$ cat config.mk
export PLATFORM = sky130hd
export DESIGN_NAME = ledseq_chain
export DESIGN_NICKNAME = d
export VERILOG_FILES = /design/src/rtl/ledseq_pkg.sv /design/src/rtl/ledseq_sck_gen.sv /design/src/rtl/ledseq_shifter.sv /design/src/rtl/ledseq_chain.sv
export SDC_FILE = /design/constraint.sdc
export NUM_CORES = 1
export LEC_CHECK = 0
export BUFFER_PORTS_ARGS = -buffer_cell sky130_fd_sc_hd__clkbuf_2
export CAP_MARGIN = 20
export CORE_AREA = 2 2 137 238
export CTS_CLUSTER_DIAMETER = 150
export DETAILED_ROUTE_END_ITERATION = 10
export DIE_AREA = 0 0 139 240
export HOLD_SLACK_MARGIN = 0.15
export SETUP_SLACK_MARGIN = 0.05
export SLEW_MARGIN = 15
export SYNTH_ARGS = -nofsm -noshare
export SYNTH_HDL_FRONTEND = slang
export SYNTH_SLANG_ARGS = --single-unit
$ cat constraint.sdc
create_clock -name clk -period 2.3 [get_ports clk]
set_input_delay 0 -clock clk [delete_from_list [all_inputs] [get_ports clk]]
set_output_delay 0 -clock clk [all_outputs]
set_load 0.005 [all_outputs]
$ cat src/rtl/ledseq_pkg.sv
package ledseq_pkg;

    localparam int PKT_BITS   = 224;
    localparam int POS_EXTGS  = 216;
    localparam int POS_TMRST  = 215;
    localparam int POS_REPEAT = 214;
    localparam int POS_BLANK  = 213;

    typedef enum logic [1:0] {
        ST_IDLE,
        ST_WRITE,
        ST_GAP,
        ST_PWM
    } seq_state_e;

    // Overwrite the mode bits every driver in the chain needs for clocked PWM.
    function automatic logic [PKT_BITS-1:0] force_ctrl(input logic [PKT_BITS-1:0] raw);
        logic [PKT_BITS-1:0] p;
        p             = raw;
        p[POS_EXTGS]  = 1'b1;
        p[POS_TMRST]  = 1'b1;
        p[POS_REPEAT] = 1'b0;
        p[POS_BLANK]  = 1'b0;
        return p;
    endfunction

endpackage

$ cat src/rtl/ledseq_sck_gen.sv
module ledseq_sck_gen #(
    parameter int HALF = 2
) (
    input  logic clk,
    input  logic rst_n,
    input  logic run,
    output logic sck,
    output logic bit_end
);
    localparam int PH_W = $clog2(2 * HALF);
    localparam logic [PH_W-1:0] PH_LAST = PH_W'(2 * HALF - 1);
    localparam logic [PH_W-1:0] HALF_V  = PH_W'(HALF);

    typedef struct packed {
        logic [PH_W-1:0] ph;
        logic            sck;
    } sg_t;

    sg_t q, d;

    always_comb begin
        d = q;
        if (run) begin
            d.ph = (q.ph == PH_LAST) ? '0 : q.ph + PH_W'(1);
        end else begin
            d.ph = '0;
        end
        d.sck = (d.ph >= HALF_V);
    end

    always_ff @(posedge clk) begin
        if (!rst_n) q <= '0;
        else        q <= d;
    end

    assign sck     = q.sck;
    assign bit_end = run && (q.ph == PH_LAST);

    // the rising edge falls exactly half way through a bit period
    a_r10_rise_mid: assert property (@(posedge clk) disable iff (!rst_n)
        $rose(q.sck) |-> (q.ph == HALF_V));

    // a finished bit period always restarts the phase
    a_r10_wrap: assert property (@(posedge clk) disable iff (!rst_n)
        bit_end |=> (q.ph == '0));

endmodule

$ cat src/rtl/ledseq_shifter.sv
module ledseq_shifter
    import ledseq_pkg::*;
(
    input  logic                clk,
    input  logic                rst_n,
    input  logic                load,
    input  logic                shift,
    input  logic                clear,
    input  logic [PKT_BITS-1:0] pkt_in,
    output logic                sdo,
    output logic                last_bit
);
    localparam int CNT_W = $clog2(PKT_BITS);
    localparam logic [CNT_W-1:0] CNT_LAST = CNT_W'(PKT_BITS - 1);

    typedef struct packed {
        logic [PKT_BITS-1:0] sh;
        logic [CNT_W-1:0]    cnt;
        logic                sdo;
    } shf_t;

    shf_t q, d;

    always_comb begin
        d = q;
        if (load) begin
            d.sdo = pkt_in[PKT_BITS-1];
            d.sh  = {pkt_in[PKT_BITS-2:0], 1'b0};
            d.cnt = '0;
        end else if (shift) begin
            d.sdo = q.sh[PKT_BITS-1];
            d.sh  = {q.sh[PKT_BITS-2:0], 1'b0};
            d.cnt = q.cnt + CNT_W'(1);
        end else if (clear) begin
            d.sdo = 1'b0;
            d.cnt = '0;
        end
    end

    always_ff @(posedge clk) begin
        if (!rst_n) q <= '0;
        else        q <= d;
    end

    assign sdo      = q.sdo;
    assign last_bit = (q.cnt == CNT_LAST);

    // the bit index never runs past the end of a packet
    a_r2_cnt_bound: assert property (@(posedge clk) disable iff (!rst_n)
        q.cnt <= CNT_LAST);

    // without a command the data line does not move
    a_r4_idle_hold: assert property (@(posedge clk) disable iff (!rst_n)
        !(load || shift || clear) |=> $stable(q.sdo));

endmodule

$ cat src/rtl/ledseq_chain.sv
module ledseq_chain
    import ledseq_pkg::*;
#(
    parameter  int N_DEV   = 256,
    parameter  int GS_BITS = 16,
    parameter  int HALF    = 2,
    parameter  int GAP_CYC = 72,
    localparam int DEV_W   = (N_DEV > 1) ? $clog2(N_DEV) : 1
) (
    input  logic                clk,
    input  logic                rst_n,
    input  logic                go,
    input  logic                buf_sel,
    output logic                rd_bank,
    output logic [DEV_W-1:0]    rd_addr,
    input  logic [PKT_BITS-1:0] rd_data,
    output logic                sck,
    output logic                sdo,
    output logic                busy,
    output logic                frame_done
);
    localparam int PWM_CLKS = (1 << GS_BITS) - PKT_BITS * N_DEV;
    localparam int GAP_W    = $clog2(GAP_CYC + 1);
    localparam logic [DEV_W-1:0]   DEV_LAST = DEV_W'(N_DEV - 1);
    localparam logic [GS_BITS-1:0] PWM_LAST = GS_BITS'(PWM_CLKS - 1);
    localparam logic [GAP_W-1:0]   GAP_LAST = GAP_W'(GAP_CYC - 1);

    typedef struct packed {
        seq_state_e         st;
        logic [DEV_W-1:0]   dev;
        logic [DEV_W-1:0]   addr;
        logic [GS_BITS-1:0] pwm;
        logic [GAP_W-1:0]   gap;
        logic               bank;
        logic               done;
        logic               busy;
    } seq_t;

    seq_t q, d;

    logic                run;
    logic                bit_end;
    logic                last_bit;
    logic                sh_load;
    logic                sh_shift;
    logic                sh_clear;
    logic                take;
    logic [PKT_BITS-1:0] pkt_fixed;

    assign run       = (q.st == ST_WRITE) || (q.st == ST_PWM);
    assign pkt_fixed = force_ctrl(rd_data);

    ledseq_sck_gen #(
        .HALF (HALF)
    ) u_sck (
        .clk     (clk),
        .rst_n   (rst_n),
        .run     (run),
        .sck     (sck),
        .bit_end (bit_end)
    );

    ledseq_shifter u_shf (
        .clk      (clk),
        .rst_n    (rst_n),
        .load     (sh_load),
        .shift    (sh_shift),
        .clear    (sh_clear),
        .pkt_in   (pkt_fixed),
        .sdo      (sdo),
        .last_bit (last_bit)
    );

    always_comb begin
        d        = q;
        d.done   = 1'b0;
        take     = 1'b0;
        sh_shift = 1'b0;
        sh_clear = 1'b0;
        unique case (q.st)
            ST_IDLE: begin
                d.bank = buf_sel;
                if (go) begin
                    d.st   = ST_WRITE;
                    d.busy = 1'b1;
                    take   = 1'b1;
                end
            end
            ST_WRITE: begin
                if (bit_end) begin
                    if (!last_bit) begin
                        sh_shift = 1'b1;
                    end else if (q.dev == '0) begin
                        d.st     = ST_GAP;
                        d.gap    = '0;
                        d.addr   = DEV_LAST;
                        sh_clear = 1'b1;
                    end else begin
                        take = 1'b1;
                    end
                end
            end
            ST_GAP: begin
                if (q.gap == GAP_LAST) begin
                    d.done = 1'b1;
                    if (go) begin
                        d.st   = ST_PWM;
                        d.pwm  = '0;
                        d.bank = buf_sel;
                    end else begin
                        d.st   = ST_IDLE;
                        d.busy = 1'b0;
                    end
                end else begin
                    d.gap = q.gap + GAP_W'(1);
                end
            end
            ST_PWM: begin
                if (bit_end) begin
                    if (q.pwm == PWM_LAST) begin
                        d.st = ST_WRITE;
                        take = 1'b1;
                    end else begin
                        d.pwm = q.pwm + GS_BITS'(1);
                    end
                end
            end
            default: d.st = ST_IDLE;
        endcase
        sh_load = take;
        if (take) begin
            d.dev  = q.addr;
            d.addr = (q.addr == '0) ? '0 : q.addr - DEV_W'(1);
        end
    end

    always_ff @(posedge clk) begin
        if (!rst_n) begin
            q      <= '0;
            q.st   <= ST_IDLE;
            q.addr <= DEV_LAST;
        end else begin
            q <= d;
        end
    end

    assign rd_bank    = q.bank;
    assign rd_addr    = q.addr;
    assign busy       = q.busy;
    assign frame_done = q.done;

    // data is stable whenever the shift clock is high
    a_r4_sdo_stable: assert property (@(posedge clk) disable iff (!rst_n)
        sck |-> $stable(sdo));

    // the latch gap keeps the clock low
    a_r5_gap_low: assert property (@(posedge clk) disable iff (!rst_n)
        (q.st == ST_GAP) |-> !sck);

    // frame_done never lasts two cycles
    a_r6_done_single: assert property (@(posedge clk) disable iff (!rst_n)
        frame_done |=> !frame_done);

    // PWM-only clocks carry a low data line
    a_r7_pwm_quiet: assert property (@(posedge clk) disable iff (!rst_n)
        (q.st == ST_PWM) |-> !sdo);

    // once running, the bank moves only with frame_done
    a_r8_bank_hold: assert property (@(posedge clk) disable iff (!rst_n)
        (($past(q.st) != ST_IDLE) && !frame_done) |-> $stable(rd_bank));

    // an idle sequencer drives nothing
    a_r9_idle_still: assert property (@(posedge clk) disable iff (!rst_n)
        !busy |-> (!sck && !sdo));

endmodule

# == After elaboration in Yosys (flattened, before gate mapping) ==
# Cells that the tools add are included.
# totals
register_bits,279
out_inout_bits,13
# classes
n_addsub,5
order_cmp,1
n_eq_ne,18
mux,51
bitwise,1
reduce_logical,23
# ops
cell,count
233-bit two-way mux,1
224-bit two-way mux,1
16-bit two-way mux,4
8-bit two-way mux,6
16-bit one-hot mux with 2 select lines,1
7-bit two-way mux,4
2-bit two-way mux,10
9-bit two-way mux,2
"2-bit inequality test, second input constant",9
2-bit nonzero test,9
"16-bit by 1-bit adder with 16-bit output, second input constant",1
"16-bit by 13-bit == test with 1-bit output, second input constant",1
8-bit zero test,2
1-bit two-way mux,16
7-bit one-hot mux with 2 select lines,1
5-bit AND reduction,2
"8-bit by 1-bit adder with 8-bit output, second input constant",1
"8-bit == test, second input constant",1
2-bit one-hot mux with 4 select lines,1
4-bit AND reduction,2
"8-bit by 1-bit subtractor with 8-bit output, second input constant",1
"7-bit by 1-bit adder with 7-bit output, second input constant",1
"7-bit == test, second input constant",1
7-bit AND reduction,1
other kinds (16),20

# == Longest topological paths before layout ==
# Gate-level depths: netlist (run 1).
# depth
word_depth,8
ltp_mapped,9
ltp_nobuf,7

# == Modules after synthesis ==
# A second synthesis (run 1) with hierarchy kept.
# hier_totals
cells_unflattened,1561
area_unflattened_um2,13536.7
# modules_own_cells
mod,n_inst,cells_per_inst,area_each_um2,seq_area_each_um2
ledseq_shifter,1,1269,11074.4,4644.5
ledseq_chain,1,286,2387.3,880.8
ledseq_sck_gen,1,6,75.1,40.0

# == Least setup slack after synthesis (run 1) ==
# OpenSTA, ideal clock, no wires.
# synth_path
kind,register -> register
startpoint,register u_shf.q[1] (netlist name)
endpoint,register u_shf.q[100] (netlist name)
setup_time_ps,91
arrival_ps,2101
required_time_ps,2209
setup_slack_ps,108
stages_incl_launch_ff,9
path_buffers,3
period_less_slack_ps,2192
cell_sequence,dfxtp_1 ha_1 nand4_1 o21ai_0 clkbuf_1 clkbuf_1 clkbuf_1 nand2_1 a311oi_1
# synth_via
elab_chain_len,5
# synth_rtl
item,line_no,rtl
start: declaration,ledseq_shifter.sv:22,"shf_t q, d;"
start signal: assignment,ledseq_shifter.sv:41,if (!rst_n) q <= '0;
start signal: assignment,ledseq_shifter.sv:42,else q <= d;
8-bit == test (*),ledseq_shifter.sv:46,assign last_bit = (q.cnt == CNT_LAST);
1-bit two-way mux,ledseq_chain.sv:91,if (!last_bit) begin
1-bit two-way mux,ledseq_chain.sv:90,if (bit_end) begin
1-bit one-hot mux with 3 select lines or 1-bit two-way mux (tied branches),ledseq_chain.sv:80,unique case (q.st)
233-bit two-way mux or 2-bit nonzero test (tied branches),-,
# Mark *: on every way between the ends. The rest lies on a longest branch, timed or not.
# A chain may end at the register's enable or synchronous reset.

# == Final worst setup path (run 1) ==
# layout_path
startpoint,register q[36] (netlist name)
endpoint,register u_shf.q[53] (netlist name)
# layout_via
elab_chain_len,6
# layout_rtl
item,line_no,rtl
start: declaration,ledseq_chain.sv:39,"seq_t q, d;"
8-bit zero test (*),ledseq_chain.sv:93,end else if (q.dev == '0) begin
1-bit two-way mux (*),ledseq_chain.sv:93,
1-bit two-way mux (*),ledseq_chain.sv:91,
1-bit two-way mux (*),ledseq_chain.sv:90,
1-bit one-hot mux with 3 select lines (*),ledseq_chain.sv:80,
233-bit two-way mux or 2-bit nonzero test (tied branches),-,
# Marked as above.

==> results.cfg, run 1 <==
[placed_design]
portBuffers = 236
dpl.cell_count = 2151
gp_congestion = 0.7912
hpwl_mm = 23.15
pre_cts_ws_ps = -101.6

[setup_path]
reg2reg_slack_ps = -60
startpoint_type = register
worstPathMaxFanout = 18
critPathMaxStageDelay_ps = 550
crit_path_end_kind = register
crit_type = register to register
crit_required_ps = 2740
critical_path.top_delay_family = compound AO/OA/AOI/OAI gates
path_buf_inv = 3
crit_slowest_cell = or4_4
critPathArrivalTime_ps = 2800
r2r-start = q[36]
crit_top_cell = buf_16
rr_worst_depth = 8
cp_cell_sequence = or4_4 -> o21a_1 -> a221oi_4 -> buf_6 -> buf_16 -> buf_16 -> nor2_1 -> a311oi_1
rr_endpoint = u_shf.q[53]

[yosys]
synth-edff-count = 0
postSynthAreaPerCell_sq_um = 7.751
syn_nets = 1835
syn_inst = 1598
synth_top_flop_cell = dfxtp_1
yosysSeqAreaShare_pct = 45.09
ys.warnings.count = 0
ys_ff_latch = 279
ys_types = 51
synthesis.area_sq_um = 12390
async_reset_ff_share_pct = 0

[flow_run]
cap_violations = 0

[global_routing]
grt_pass1_wl_mm = 62.90
grt_pass1_vias = 13440
grt_max_degree = 106
track_usage_pct = 22.19
grt.overflow.total = 0
antenna_found_initial = 3

[power]
ir_drop_mv = 0.7777
p_leak_nw = 7.264
power.density_nw_per_um2 = 858.9

[route]
routed_wl_mm = 41.01
dr_wl_met2_mm = 20.74
wire_per_inst_microns = 16.57
wl_met1_mm = 16.22
drtIter0Drc = 719
vias_per_cell = 5.483
drc = 0
routed.top_layer = met4
drtPass1Iterations = 5
drtAntennaViolNets = 0
via_count = 13570
wl_met3_mm = 1.850

[sta]
layout_setup_ws_ps = -57.19
skew_ps = 11.89
timing.final.crit_share_pct = 102.5
fmax_mhz = 424.2
period_needed_ps = 2357
worst_slew_pin_slew_ps = 889.9
finalMaxSlewViolations = 0
final-hold-violation-count = 0
slew_headroom_pct = 40.67
rsz0062_at_grt = yes
finalSetupViolCount = 10
fin_hold_ws_ps = 269.2

[hold_path]
hold_end = u_shf.q[139]
hold_class = input port to register
min_path_cells = 4
min-delay-start = rd_data[129]

[finish]
syn2layout_area_growth_pct = 51.46
finish.net_count = 2292
stdcell_count = 2475
utilization_pct = 59.71
final_layout_size_suffix_gt1_share_pct = 23.36

[status]
failed_checks = setup timing
status = finished, violations left

[clock_tree]
clk_path_buf_depth = 3
path_clk_slew_ps = 70
clk_latency_ps = 550
h-tree-depth = 1
cts_sinks = 279
cts_buffers = 28
cts_tree = built
root_buffer = clkbuf_16

[floorplan]
placementRows = 86
initial_utilization_pct = 39.42
pin_count = 241
fp.coreArea_sq_um = 31420
die_h_microns = 240
die-area_sq_um = 33360
dieWidth_microns = 139
## final cells by class
class                           count  area [sq um]
Multi-Input combinational cell   1161          6533
Clock buffer                       41         840.8
Tap cell                          396         495.5
Fill cell                        2705         12660
Sequential cell                   279          5597
Timing Repair Buffer              574          5062
Clock inverter                     10         180.2
Inverter                           11         46.29
Antenna cell                        3         7.507
## registers in the layout, summed over array words and instances (netlist names)
signal / count
frame_done: 1
q: 33
rd_bank: 1
u_shf.sdo: 1
u_shf.q: 231
rd_addr: 8
u_sck.q: 2
u_sck.sck: 1
busy: 1
## cell usage in the layout, fill, tap and decap left out, types with 5 or more instances in the layout
master	synthesis	routed
dlygate4sd3_1	0	225
a21oi_1	36	34
nor3_1	12	8
buf_6	0	8
nor2_2	0	18
clkbuf_1	95	5
buf_16	0	9
o31ai_1	12	12
inv_1	11	9
nand2_1	476	475
o21ai_0	27	26
and3_1	5	5
buf_4	8	55
clkbuf_2	0	236
buf_12	0	21
or4_1	14	12
nand3_1	20	20
nor2_4	1	15
a311oi_2	0	21
bufinv_16	0	5
clkbuf_8	0	7
clkbuf_16	0	43
dfxtp_2	0	6
dfxtp_1	279	272
buf_8	0	5
a311oi_1	219	198
nor2_1	244	212
nand4_1	9	9
ha_1	9	6
## how the worst max path moves through the flow
| stage | startpoint | cells after the start | end | slack (ps) |
|---|---|---|---|---|
| final | q[36] | 8 | u_shf.q[53] | -60 |
| after global routing | q[36] | 8 | u_shf.q[124] | -170 |
| after CTS | q[41] | 8 | u_shf.q[120] | 20 |
| after detailed placement | q[36] | 7 | u_shf.q[54] | -100 |
| after global placement | q[36] | 7 | u_shf.q[124] | -40 |
| after floorplan | u_shf.q[1] | 8 | u_shf.q[100] | 110 |
## per-layer routing
metal  global-route usage [%]  vias up
met5                        0        -
met4                    12.70        0
met3                    3.286      162
met2                    39.57      445
met1                    25.22     6382
li1                         -     6582
## where the power goes
part	leakage (nW)	switching (W)	total [W]	internal, W
Combinational	4.46	0.00225	0.00473	0.00248
Clock	0.496	0.00202	0.00510	0.00309
Sequential	2.31	0.000506	0.00628	0.00577
Total	7.26	0.00477	0.0161	0.0113
## stage by stage
stage          instance area (sq um)  TNS [ps]  power [W]
2_1_floorplan                  12390         0   0.008348
3_3_place_gp                   14300    -946.2   0.009347
3_5_place_dp                   14300     -9466   0.009437
4_1_cts                        17740         0    0.01511
5_1_grt                        18760     -8211    0.01692
6_report                       18760    -299.6    0.01611
## worst register-to-register path: stages (launching register included)
cell	delay, ps
dfxtp_2	330
or4_4	550
o21a_1	210
a221oi_4	220
buf_6	200
buf_16	180
buf_16	180
nor2_1	80
a311oi_1	300
## synth_stat cells (all sizes together) (3+ instances only)
library cell | count | area share, %
a21oi | 36 | 1.5
o41ai | 4 | 0.28
buf | 52 | 2.2
nand3 | 20 | 0.81
and2 | 3 | 0.15
nand3b | 4 | 0.24
o31ai | 12 | 0.73
or4b | 3 | 0.24
and3 | 5 | 0.25
o21a | 4 | 0.24
o32a | 4 | 0.32
a311oi | 219 | 15
o31a | 3 | 0.21
and4 | 4 | 0.28
nand4 | 9 | 0.45
nor3 | 12 | 0.48
ha | 9 | 0.91
o21ai | 27 | 1.1
dfxtp | 279 | 45
nor4 | 3 | 0.15
inv | 11 | 0.33
nand2 | 476 | 14
or3 | 3 | 0.15
nor2 | 245 | 7.5
a31oi | 5 | 0.25
clkbuf | 95 | 2.9
or4 | 14 | 0.85
o311ai | 3 | 0.21
nand2b | 4 | 0.20
## logic make-up after synthesis
family | after synthesis | share of synthesized area (%)
AND/OR/NAND/NOR | 813 | 26.67
AO/OA/AOI/OAI | 335 | 21.59
flip-flops | 279 | 45.09
buffers and inverters | 158 | 5.444
adder cells (fa/ha/maj) | 9 | 0.9091
XOR/XNOR | 2 | 0.1414
multiplexers | 2 | 0.1616
## repair_timing
| item | in CTS | in global routing |
|---|---|---|
| hold buffers | 225 | 0 |
| gates resized for setup | 20 | 115 |
| gates cloned | 2 | 14 |
| endpoints found under the setup margin | 222 | 242 |
| buffers inserted | 5 | 24 |
| pin swaps | 5 | 57 |
| endpoints found under the hold margin | 261 | 0 |
(Power assumes the default switching activity.)
==> run 2: changes to the inputs <==
--- a/config.mk
+++ b/config.mk
@@ -5,12 +5,13 @@
 export SDC_FILE = /design/constraint.sdc
 export NUM_CORES = 1
 export LEC_CHECK = 0
+export ABC_AREA = 1
 export BUFFER_PORTS_ARGS = -buffer_cell sky130_fd_sc_hd__clkbuf_2
 export CAP_MARGIN = 20
-export CORE_AREA = 2 2 137 238
+export CORE_AREA = 2 2 151 264
 export CTS_CLUSTER_DIAMETER = 150
 export DETAILED_ROUTE_END_ITERATION = 10
-export DIE_AREA = 0 0 139 240
+export DIE_AREA = 0 0 153 266
 export HOLD_SLACK_MARGIN = 0.15
 export SETUP_SLACK_MARGIN = 0.05
 export SLEW_MARGIN = 15
==> run 2 against run 1 <==
Effect of this change:
- the run now ends clean
- synthesized cell count is 63% higher
- final cell count increased by 43%
- clock-buffer cell count up 3
- fmax grew 7.6%
- die area is 22% higher
- critical path type unchanged
- largest power group is now combinational logic
- highest routed layer unchanged
==> results.cfg, run 2 <==
[yosys]
ys.warnings.count = 0
postSynthAreaPerCell_sq_um = 5.864
synth_commonest_cells = nor2_1 (941), nand2_1 (560), dfxtp_1 (279)
yosysMostFrequentCell = nor2_1
ys_top_cells_by_area = dfxtp_1 (37%), nor2_1 (23%), nand2_1 (14%), nand3_1 (8.2%), inv_1 (6.8%)
yosysTopAreaCell = dfxtp_1
syn_nets = 2846
ys_types = 33
ys_ff_latch = 279
async_reset_ff_share_pct = 0
synth-edff-count = 0
yosysTopAreaCellShare_pct = 36.51
synth_top_flop_cell = dfxtp_1
yosysSeqAreaShare_pct = 36.51
syn_inst = 2609
synthesis.area_sq_um = 15300

[power]
combPwrFrac_pct = 40.7
p_switching_w = 0.006971
p_leak_nw = 9.801
power.density_nw_per_um2 = 894.1
netSwitchingFraction_pct = 37.03
ir_drop_mv = 0.6311
p_int_w = 0.01185
p_seq_share_pct = 31.5
pwr-share-clk_pct = 27.8

[route]
drtIter0Drc = 934
via_count = 16860
drtAntennaViolNets = 0
wire_per_inst_microns = 13.34
drc = 0
drtPass1Iterations = 5
routed_wl_mm = 47.33
vias_per_cell = 4.751

[sta]
rsz0062_at_grt = yes
finalMaxSlewViolations = 0
layout_setup_ws_ps = 109.3
finalSetupViolCount = 0
final-hold-violation-count = 0
worst_slew_pin_slew_ps = 648.8
fmax_mhz = 456.5
period_needed_ps = 2191
timing.final.crit_share_pct = 95.25
slew_headroom_pct = 56.75
skew_ps = 15.58

[clock_tree]
cts_sinks = 279
clk_latency_ps = 560
path_clk_slew_ps = 60
cts_tree = built
clk_path_buf_depth = 3
root_buffer = clkbuf_16
h-tree-depth = 1
cts_buffers = 30

[finish]
seqCellArea_sq_um = 5592
syn2layout_area_growth_pct = 37.60
stdcell_count = 3548
layout_commonest_cell = nor2_1
multiInputGateArea_sq_um = 7831
fillers = 3766
finish.net_count = 3271
final_cell_mix = nor2_1 (937), nand2_1 (557), inv_1 (277)
largest_reg_flops = 231
largest-register = u_shf.q
final_layout_size_suffix_gt1_share_pct = 13.54
n_antenna_cell = 0

[setup_path]
critPathArrivalTime_ps = 2630
crit_path_end_kind = register
worstPathMaxFanout = 117
crit_required_ps = 2740
reg2reg_slack_ps = 110
rr_worst_depth = 10
crit_type = register to register
rr_endpoint = u_shf.q[44]
startpoint_type = register
r2r-start = q[42]
worstSetupStartpoint = q[42]

[global_routing]
grt_pass1_wl_mm = 73.95
antenna_found_initial = 0
grt.overflow.total = 0
grt_pass1_vias = 15990
track_usage_pct = 21.25
grt_max_degree = 118

[status]
status = complete, no violations

[hold_path]
min_path_cells = 4
min-delay-start = rd_data[0]
hold_end = u_shf.q[10]
hold_class = input port to register

[floorplan]
die-area_sq_um = 40700
pin_count = 241
dieWidth_microns = 153
initial_utilization_pct = 39.43
die_h_microns = 266
fp.coreArea_sq_um = 38800
placementRows = 96

[placed_design]
dpl.cell_count = 3235
hpwl_mm = 27.43
pre_cts_ws_ps = 40.25
gp_congestion = 0.8451
portBuffers = 236

[flow_run]
cap_violations = 0
## run 2: cell count changes after synthesis, moves of 11 or more
cell      delta
or4_1       -14
nand3_1    +230
clkbuf_1    -22
inv_1      +266
buf_4       +12
buf_6       +22
a311oi_1   -219
buf_1       +17
nor2_1     +697
nand2_1     +84
xor2_1      +13
o31ai_1     -11
## run 2: worst max path at each step
stage          slack (ps)      endpoint  cells past startpoint
2_1_floorplan         310  u_shf.q[139]                     14
3_5_place_dp           40    rd_addr[4]                     13
4_1_cts                60  u_shf.q[217]                     15
3_3_place_gp          120    rd_addr[4]                     13
6_report              110   u_shf.q[44]                     10
5_1_grt               -10         q[11]                      9
## run 2: power by group through the flow
stage | clock, W | sequential (W) | combinational [W]
after floorplan | 0 | 0.00596 | 0.00467
after global placement | 0 | 0.00600 | 0.00629
after detailed placement | 0 | 0.00604 | 0.00640
after CTS | 0.00537 | 0.00593 | 0.00676
after global routing | 0.00554 | 0.00600 | 0.00855
final | 0.00523 | 0.00593 | 0.00766
## run 2: layout make-up
cell class                      instances  area share, %
Clock inverter                         12         0.8796
Tap cell                              490          2.912
Sequential cell                       279          26.56
Clock buffer                           44          4.154
Multi-Input combinational cell       1881          37.20
Timing Repair Buffer                  560          23.22
Inverter                              282          5.075
## run 2: cells by family after synthesis
logic type,Yosys count,synth area share (%)
AOI/OAI and AO/OA,70,2.437
xor gates and xnor gates,15,0.8587
adders and majority gates,9,0.7360
buffers and inverters,449,12.85
DFF,279,36.51
and+or+nand+nor,1787,46.61
## run 2: repair_timing
action                                  in CTS  in global routing
pin swaps                                    0                  5
hold endpoints to repair                   258                  0
setup buffers                                0                 18
gates cloned                                 0                 15
endpoints found under the setup margin       6                224
hold buffers                               224                  0
resized for setup                            2                 39
## run 2: per-stage QoR
stage | util, % | hold WS, ps | total power, W | TNS (ps) | cell area, sq um
floorplan | - | 147.9 | 0.01064 | 0 | 15300
global route | 54.26 | 293.5 | 0.02009 | -10.46 | 21050
global placement | 44.00 | 259.6 | 0.01229 | 0 | 17070
finish | 54.26 | 265.4 | 0.01882 | 0 | 21050
detailed placement | 44.00 | 275.3 | 0.01244 | 0 | 17070
CTS | 52.53 | 224.6 | 0.01805 | 0 | 20380
## run 2: worst max-delay path: stages (launching register included)
cell	delay, ps
dfxtp_1	370
inv_1	100
ha_1	250
buf_4	170
nor2_2	180
nand2_4	150
buf_12	230
nand3_1	220
nand2_1	70
nor2_1	100
nor2_1	60
## run 2: per-layer routing
layer  wire, microns  vias up  GRT usage, %  share of wire (%)
li1                -     8665             -                  -
met1           19870     7631         25.05                 42
met2           23870      450         38.80                 50
met3            1921      109         2.358                4.1
met5               0        -             0                  0
met4            1669        0         9.059                3.5
